**config.mk**
```make
export PLATFORM = sky130hd
export DESIGN_NAME = vsat_addsub
export DESIGN_NICKNAME = d
export VERILOG_FILES = /design/src/rtl/vsat_pkg.sv /design/src/rtl/vsat_lane_exact.sv /design/src/rtl/vsat_clamp.sv /design/src/rtl/vsat_addsub.sv
export SDC_FILE = /design/constraint.sdc
export NUM_CORES = 1
export LEC_CHECK = 0
export CORE_MARGIN = 2
export CORE_UTILIZATION = 40
export CTS_CLUSTER_SIZE = 30
export DETAILED_ROUTE_END_ITERATION = 8
export DONT_BUFFER_PORTS = 1
export PLACE_DENSITY = 0.66
export SYNTH_ARGS = -nofsm -noshare
export SYNTH_HDL_FRONTEND = slang
export SYNTH_SLANG_ARGS = --single-unit
```
**constraint.sdc**
```tcl
create_clock -name clk -period 5.47 [get_ports clk]
set_input_delay 0.547 -clock clk [delete_from_list [all_inputs] [get_ports clk]]
set_output_delay 0.547 -clock clk [all_outputs]
set_load 0.005 [all_outputs]
```
**src/rtl/vsat_pkg.sv**
```systemverilog
package vsat_pkg;

  typedef enum logic {
    OP_ADD = 1'b0,
    OP_SUB = 1'b1
  } vsat_op_e;

  localparam int unsigned VSAT_LANES_DEF = 8;
  localparam int unsigned VSAT_W_DEF     = 16;

endpackage

```
**src/rtl/vsat_lane_exact.sv**
```systemverilog
module vsat_lane_exact
  import vsat_pkg::*;
#(
  parameter int unsigned W  = 16,
  parameter int unsigned XW = W + 2
) (
  input  logic [W-1:0]          opa,
  input  logic [W-1:0]          opb,
  input  logic                  cflag,
  input  vsat_op_e              op,
  output logic signed [XW-1:0]  exact
);

  localparam int unsigned EXT = XW - W;

  logic signed [XW-1:0] a_x;
  logic signed [XW-1:0] b_x;
  logic signed [XW-1:0] c_x;

  always_comb begin
    a_x = {{EXT{opa[W-1]}}, opa};
    b_x = {{EXT{opb[W-1]}}, opb};
    c_x = {{(XW-1){1'b0}}, cflag};
    if (op == OP_SUB) begin
      exact = a_x - b_x - c_x;
    end else begin
      exact = a_x + b_x + c_x;
    end
  end

endmodule

```
**src/rtl/vsat_clamp.sv**
```systemverilog
module vsat_clamp #(
  parameter int unsigned W  = 16,
  parameter int unsigned XW = W + 2
) (
  input  logic signed [XW-1:0] exact,
  output logic [W-1:0]         sat,
  output logic [W-1:0]         wrap
);

  localparam logic signed [XW-1:0] LIM_HI = {{(XW-W+1){1'b0}}, {(W-1){1'b1}}};
  localparam logic signed [XW-1:0] LIM_LO = {{(XW-W+1){1'b1}}, {(W-1){1'b0}}};
  localparam logic [W-1:0]         OUT_HI = {1'b0, {(W-1){1'b1}}};
  localparam logic [W-1:0]         OUT_LO = {1'b1, {(W-1){1'b0}}};

  always_comb begin
    wrap = exact[W-1:0];
    if (exact > LIM_HI) begin
      sat = OUT_HI;
    end else if (exact < LIM_LO) begin
      sat = OUT_LO;
    end else begin
      sat = exact[W-1:0];
    end
  end

endmodule

```
**src/rtl/vsat_addsub.sv**
```systemverilog
module vsat_addsub
  import vsat_pkg::*;
#(
  parameter int unsigned LANES = VSAT_LANES_DEF,
  parameter int unsigned W     = VSAT_W_DEF
) (
  input  logic               clk,
  input  logic               rst,
  input  logic               in_valid,
  input  logic               op_sub,
  input  logic [LANES*W-1:0] src_a,
  input  logic [LANES*W-1:0] src_b,
  input  logic [LANES-1:0]   carry_in,
  output logic [LANES*W-1:0] res_out,
  output logic [LANES*W-1:0] acc_lo_out,
  output logic               done
);

  localparam int unsigned XW = W + 2;
  localparam int unsigned VW = LANES * W;
  localparam logic [W-1:0] SAT_POS = {1'b0, {(W-1){1'b1}}};
  localparam logic [W-1:0] SAT_NEG = {1'b1, {(W-1){1'b0}}};

  vsat_op_e        op_sel;
  logic [VW-1:0]   res_d;
  logic [VW-1:0]   acc_d;
  logic [VW-1:0]   res_q;
  logic [VW-1:0]   acc_q;
  logic            done_q;

  assign op_sel = op_sub ? OP_SUB : OP_ADD;

  for (genvar g = 0; g < LANES; g++) begin : g_lane
    logic signed [XW-1:0] lane_exact;

    vsat_lane_exact #(.W(W), .XW(XW)) u_exact (
      .opa   (src_a[g*W +: W]),
      .opb   (src_b[g*W +: W]),
      .cflag (carry_in[g]),
      .op    (op_sel),
      .exact (lane_exact)
    );

    vsat_clamp #(.W(W), .XW(XW)) u_clamp (
      .exact (lane_exact),
      .sat   (res_d[g*W +: W]),
      .wrap  (acc_d[g*W +: W])
    );

    // a registered lane differs from its raw slice only at a limit
    a_r5_sat_or_raw: assert property (@(posedge clk) disable iff (rst)
      done |-> (res_q[g*W +: W] == acc_q[g*W +: W]) ||
               (res_q[g*W +: W] == SAT_POS) || (res_q[g*W +: W] == SAT_NEG));
  end

  always_ff @(posedge clk) begin
    if (rst) begin
      res_q  <= '0;
      acc_q  <= '0;
      done_q <= 1'b0;
    end else begin
      done_q <= in_valid;
      if (in_valid) begin
        res_q <= res_d;
        acc_q <= acc_d;
      end
    end
  end

  assign res_out    = res_q;
  assign acc_lo_out = acc_q;
  assign done       = done_q;

  // reset clears the strobe
  a_r1_reset_quiet: assert property (@(posedge clk) rst |=> !done);

  // every sampled beat yields a strobe in the next cycle
  a_r7_done_follows: assert property (@(posedge clk) disable iff (rst)
    in_valid |=> done);

  // no strobe without a beat
  a_r7_no_spurious: assert property (@(posedge clk) disable iff (rst)
    !in_valid |=> !done);

  // outputs hold while idle
  a_r8_hold: assert property (@(posedge clk) disable iff (rst)
    !in_valid |=> ($stable(res_out) && $stable(acc_lo_out)));

endmodule

```
-- Word-level counts from Yosys, hierarchy flattened
Cells that the tools add are included.
- bits of input ports: 268
- logic and storage cells: 76
- output and inout bits: 257
- flip-flop bits (word level): 257
- multiplexer cells: 25
- $add $sub $neg: 32
- order comparisons: 16
- operators with widths (operator ; count):
    2-to-1 mux 16 bit ; 16
    adder 18 x 2 -> 18 bit ; 8
    > comparator 18 x 16 -> 1 bit (second input constant) ; 8
    < comparator 18 x 16 -> 1 bit (second input constant) ; 8
    2-to-1 mux 18 bit ; 8
    subtractor 18 x 2 -> 18 bit ; 8
    adder 16 x 16 -> 17 bit ; 8
    subtractor 16 x 16 -> 17 bit ; 8
    2-to-1 mux 1 bit ; 1

-- Depth between registers and ports, before layout
- depth after elaboration: 6
- depth in mapped cells: 18
- gate-level depth less buffers: 16

-- Hierarchy
Synthesis repeated with hierarchy kept, for this count alone.
- cells, all modules: 3829
- area total of the unflattened synthesis: 30158.9 µm²
- by module, submodules not included (module ; cells an instance ; seq. area each (µm²) ; instances ; area each (µm²)):
    vsat_addsub ; 828 ; 5144.9 ; 1 ; 9223.8
    vsat_lane_exact at g_lane[3].u_exact ... ; 311 ; 0.0 ; 3 ; 2228.4
    vsat_lane_exact at g_lane[1].u_exact ... ; 307 ; 0.0 ; 2 ; 2157.1
    vsat_clamp ; 70 ; 0.0 ; 8 ; 446.7
    vsat_lane_exact at g_lane[0].u_exact ; 311 ; 0.0 ; 1 ; 2157.1
    vsat_lane_exact at g_lane[7].u_exact ; 308 ; 0.0 ; 1 ; 2150.8
    vsat_lane_exact at g_lane[6].u_exact ; 275 ; 0.0 ; 1 ; 2054.5

-- Least setup slack after synthesis
Ideal clock, no wire load.
- path type: input-to-reg
- start point: in src_a[80]
- end point: reg res_q[86], in the netlist res_out[86]
- slack: 0.901 ns
- cell stages on the path: 16
- path buffers: 1
- library setup time: 0.071 ns
- arrival: 4.498 ns
- required time: 5.399 ns
- cell sequence: ha_1 inv_1 fa_1 or2_1 a221oi_1 mux2_2 or4_4 nor2_1 nand4_1 or3_1 nand3b_1 a311o_1 a311oi_4 buf_6 a21oi_2 a21oi_2
- word-level cells in the longest chain between the ends: 6
- elaborated cells on any way between the ends: 9
- those cells by class: add/sub: 4; order compare: 2; mux: 3
- ends and longest elaborated chain (what ; line ; source):
    start, declared ; vsat_addsub.sv:11 ; input logic [LANES*W-1:0] src_a,
    adder 16 x 16 -> 17 bit / subtractor 16 x 16 -> 17 bit (equally long branches) ; vsat_lane_exact.sv:27, vsat_lane_exact.sv:25 ;
    adder 18 x 2 -> 18 bit / subtractor 18 x 2 -> 18 bit (equally long branches) ; vsat_lane_exact.sv:27, vsat_lane_exact.sv:25 ;
    2-to-1 mux 18 bit (*) ; vsat_lane_exact.sv:24 ; if (op == OP_SUB) begin
    < comparator 18 x 16 -> 1 bit ; vsat_clamp.sv:19 ; end else if (exact < LIM_LO) begin
    2-to-1 mux 16 bit ; vsat_clamp.sv:19 ;
    2-to-1 mux 16 bit (*) ; vsat_clamp.sv:17 ; if (exact > LIM_HI) begin
    end signal, assigned ; vsat_addsub.sv:64 ; res_q <= res_d;
    end, declared ; vsat_addsub.sv:27 ; logic [VW-1:0] res_q;
Every way passes the cells marked *; elsewhere a longest branch is shown, timed or not.
A chain may end at the register's enable or synchronous reset.

-- Final worst setup path
- start point: in src_a[80]
- end point: reg res_q[87], in the netlist res_out[87]
The elaborated chain is that of the path after synthesis.

==> parameters.txt <==
Parameter                              Value

Power and ir drop
  Post-layout total power ... ~8.1 mW
  Pwr/cell area ... 251.6 nW/um2
  Total leakage power ... 12.97 nW
  Largest voltage drop on the vdd net ... around 220 uV

Clocking
  TritonCTS clock tree ... done
  Total clock buffers created by CTS ... 34
  Hold Buf Count CTS ... 0
  Number of clock sinks seen by CTS ... about 260
  Clk_lat worst skew ... 530 ps
  Post-cts resize count ... 0
  Maximum count of clock buffers along a single path ... 3
  Root buffer cell ... clkbuf_16
  Clock input transition at the sequential cells of the worst setup and hold paths ... ~60 ps
  Setup bufs post-CTS ... 0
  # H-tree levels ... 2

Timing
  Final cycle utilization of the critical path ... 85.84%
  Worst slew pin tran ... 1171 ps
  Setup tns final ... 0 ps
  Count of final hold-check violations ... 0
  RSZ-0062 raised after global routing ... no
  Fmax achieved ... around 0.21 GHz
  Number of slew-limit violations in the final report ... 0
  Clock skew after layout ... 0 ps
  Relative max-transition margin ... around a fifth
  Final min period ... between 4000 and 5000 ps
  Final critical-path setup slack ... around 770 ps
  Total setup violations reported at the end of the flow ... 0

Yosys
  Post-synth cell types ... about 110
  Area of the mapped netlist ... just over 30000 um2
  Flip-flop and latch count after synthesis ... approximately 260
  Post-synth EDFFs ... 0
  Gate count of the mapped netlist ... between 4000 and 5000
  Part of the Yosys area used for sequential elements ... between 15 and 20%
  YS warnings ... 0
  Number of nets in the synthesized netlist ... roughly 4800
  Post-synth top flop ... dfxtp_1
  Share of async-settable or async-resettable flops after synthesis ... 0%
  Average instance area after synthesis ... slightly above 7 um2

Layout
  Register cell area after layout ... slightly above 5000 um2
  Core occupancy in the finished layout ... about 42%
  Most common library cell in the layout ignoring fill and taps ... nor2_1
  Share of layout cells above drive strength 1 ... just over 4%
  Area grow syn2layout ... 5.121%
  Leading cell types in the layout, fill and taps excluded ... 470 x nor2_1, 332 x nand2_1, 300 x a21oi_1, 295 x inv_1, 288 x ha_1
  Multi-input gate area in the final layout ... about 23000 um2
  Count of fill cells added during filler insertion ... just under 8000
  Post-layout net count ... about 4600
  Number of antenna cells inserted ... 0

Setup path
  Crit Path Category ... in -> reg
  Maximum single-stage delay on the critical path ... approximately 530 ps
  Ordered cell list for the critical path ... ha_1 > inv_1 > fa_1 > or2_1 > a221oi_1 > mux2_2 > or4_4 > nor2_1 > nand4_1 > or3_1 > nand3b_1 > a311o_1 > a311oi_4 > buf_4 > a21oi_2 > a21oi_2
  Critical path required time ... between 5000 and 6000 ps
  Number of buffers and inverters on the critical path ... 2
  Cell repeated most along the worst path ... a21oi_2
  Max stage delay cell, worst path ... or4_4
  Worst endpoint data arrival time ... 5160 ps
  Critical Path Sink Type ... register
  Highest net fanout along the worst path ... 10
  CP Launch Type ... input pin
  Cell family with most CP delay ... simple AND/OR/NAND/NOR gates

Global route
  Wire length of the first global-routing pass ... 148.5 mm
  Initial antenna violation count ... 1
  Total GRT Usage ... about 23%
  Vias in the first global route ... around 27000
  Largest net degree at the start of global routing ... 250
  Total congestion overflow ... 0

Routing
  Number of vias after detailed routing ... about 30000
  Number of iterations in the first detailed-routing pass ... 6
  Detailed-route wire length ... about 95 mm
  DRT antenna net count ... 0
  WL per Instance ... 18.83 um
  Post-route DRC violation count ... 0
  1st-iter DRT viols ... ~2000
  DR vias/cell ... between 5 and 6

Floorplan
  Chip width ... roughly 280 um
  Die footprint ... 78640 um2
  Core Footprint ... between 70000 and 80000 um2
  Num rows ... roughly 100
  Ports placed on the boundary ... about 530
  Overall die height ... about 280 um
  Starting density of the core ... between 40% and 50%

Place
  Estimated wirelength of the detail-placed design ... approximately 74 mm
  Setup slack after placement ... ~290 ps
  IO Port Bufs ... 0
  Final weighted congestion of routability-driven global placement ... between 0.9 and 1

Job
  Maximum capacitance violations ... 0

Hold path
  Worst hold-check path type ... in -> reg

Run status
  Run status ... complete, no violations
[power breakdown]
part	internal (mW)	switching, mW	leakage, nW	total, mW
Clock	1.38	0.930	0.570	2.31
Sequential	2.12	0.254	2.13	2.37
Combinational	1.34	2.06	10.3	3.40
[stage by stage]
| stage | cell area (um2) | hold WS [ps] | instances |
|---|---|---|---|
| floorplan | 30560 | 455.8 | 4202 |
| global placement | 30980 | 473.4 | 4967 |
| detailed placement | 30980 | 472.5 | 4967 |
| CTS | 32130 | 52.42 | 5029 |
| global route | 32130 | 55.87 | 5029 |
| finish | 32130 | 94.77 | 5029 |
[cell families after synthesis]
kind of cell | after synthesis | synth area share (%)
AOI/OAI and AO/OA | 1209 | 27.16
xor gates and xnor gates | 353 | 10.12
adders and majority gates | 304 | 12.84
buffers and inverters | 533 | 6.874
DFF | 257 | 16.83
muxes | 80 | 2.641
and+or+nand+nor | 1466 | 23.54
[registers in the layout, summed over array words and instances, names as in the netlist]
| name | flops |
|---|---|
| acc_lo_out | 128 |
| done | 1 |
| res_out | 128 |
[worst paths after layout]
check	from	end	slack (ps)	cells past startpoint
worst max-delay path	src_a[80]	res_out[87]	770	16
worst min-delay path	rst	acc_lo_out[75]	90	1
worst max register to register	acc_lo_out[52]	acc_lo_out[52]	4520	2
worst min register to register	acc_lo_out[59]	acc_lo_out[59]	480	2
[synth_stat cells, types with 18 or more instances]
cell type	number	area [um2]
buf_2	35	175.2
a21oi_2	20	175.2
nand4_1	34	212.7
o221ai_1	18	157.7
a21oi_1	300	1501
o31ai_1	47	352.8
o21bai_1	35	262.8
clkbuf_1	153	574.3
nor2_1	470	1764
nor3b_1	23	172.7
or4_1	22	165.2
a211oi_1	133	998.5
dfxtp_1	257	5145
mux2i_1	75	750.7
nor2b_1	56	350.3
buf_1	34	127.6
o211ai_1	59	442.9
inv_1	296	1111
a31oi_1	42	262.8
nand3_1	79	395.4
o21ai_0	192	960.9
a21o_1	50	375.4
and3_1	26	162.7
o21a_1	53	397.9
xor2_1	98	858.3
xnor2_1	255	2233
a211o_1	18	157.7
nor3_1	130	650.6
nor4_1	41	256.5
nand2b_1	84	525.5
or3_1	48	300.3
ha_1	288	3603
nand2_1	332	1246
and2_1	29	181.4
[area by class of cell]
| cell class | count | share of cell area, % |
|---|---|---|
| inverter | 301 | 3.524 |
| clock inverter | 15 | 0.4907 |
| multi-input combinational | 3412 | 72.63 |
| clock buffer | 47 | 3.092 |
| timing repair buffer | 19 | 0.4440 |
| tap | 978 | 3.809 |
| sequential | 257 | 16.01 |
[per-layer routing]
metal | wire, um | up-vias | share of wire, % | GRT usage [%]
met5 | 0 | - | 0 | 0
met4 | 1904 | 0 | 2.0 | 5.320
met3 | 7115 | 106 | 7.5 | 5.105
met2 | 44430 | 869 | 47 | 38.70
met1 | 41270 | 13900 | 44 | 29.04
li1 | - | 14700 | - | -
No activity file was read; power rests on OpenSTA's default activity.
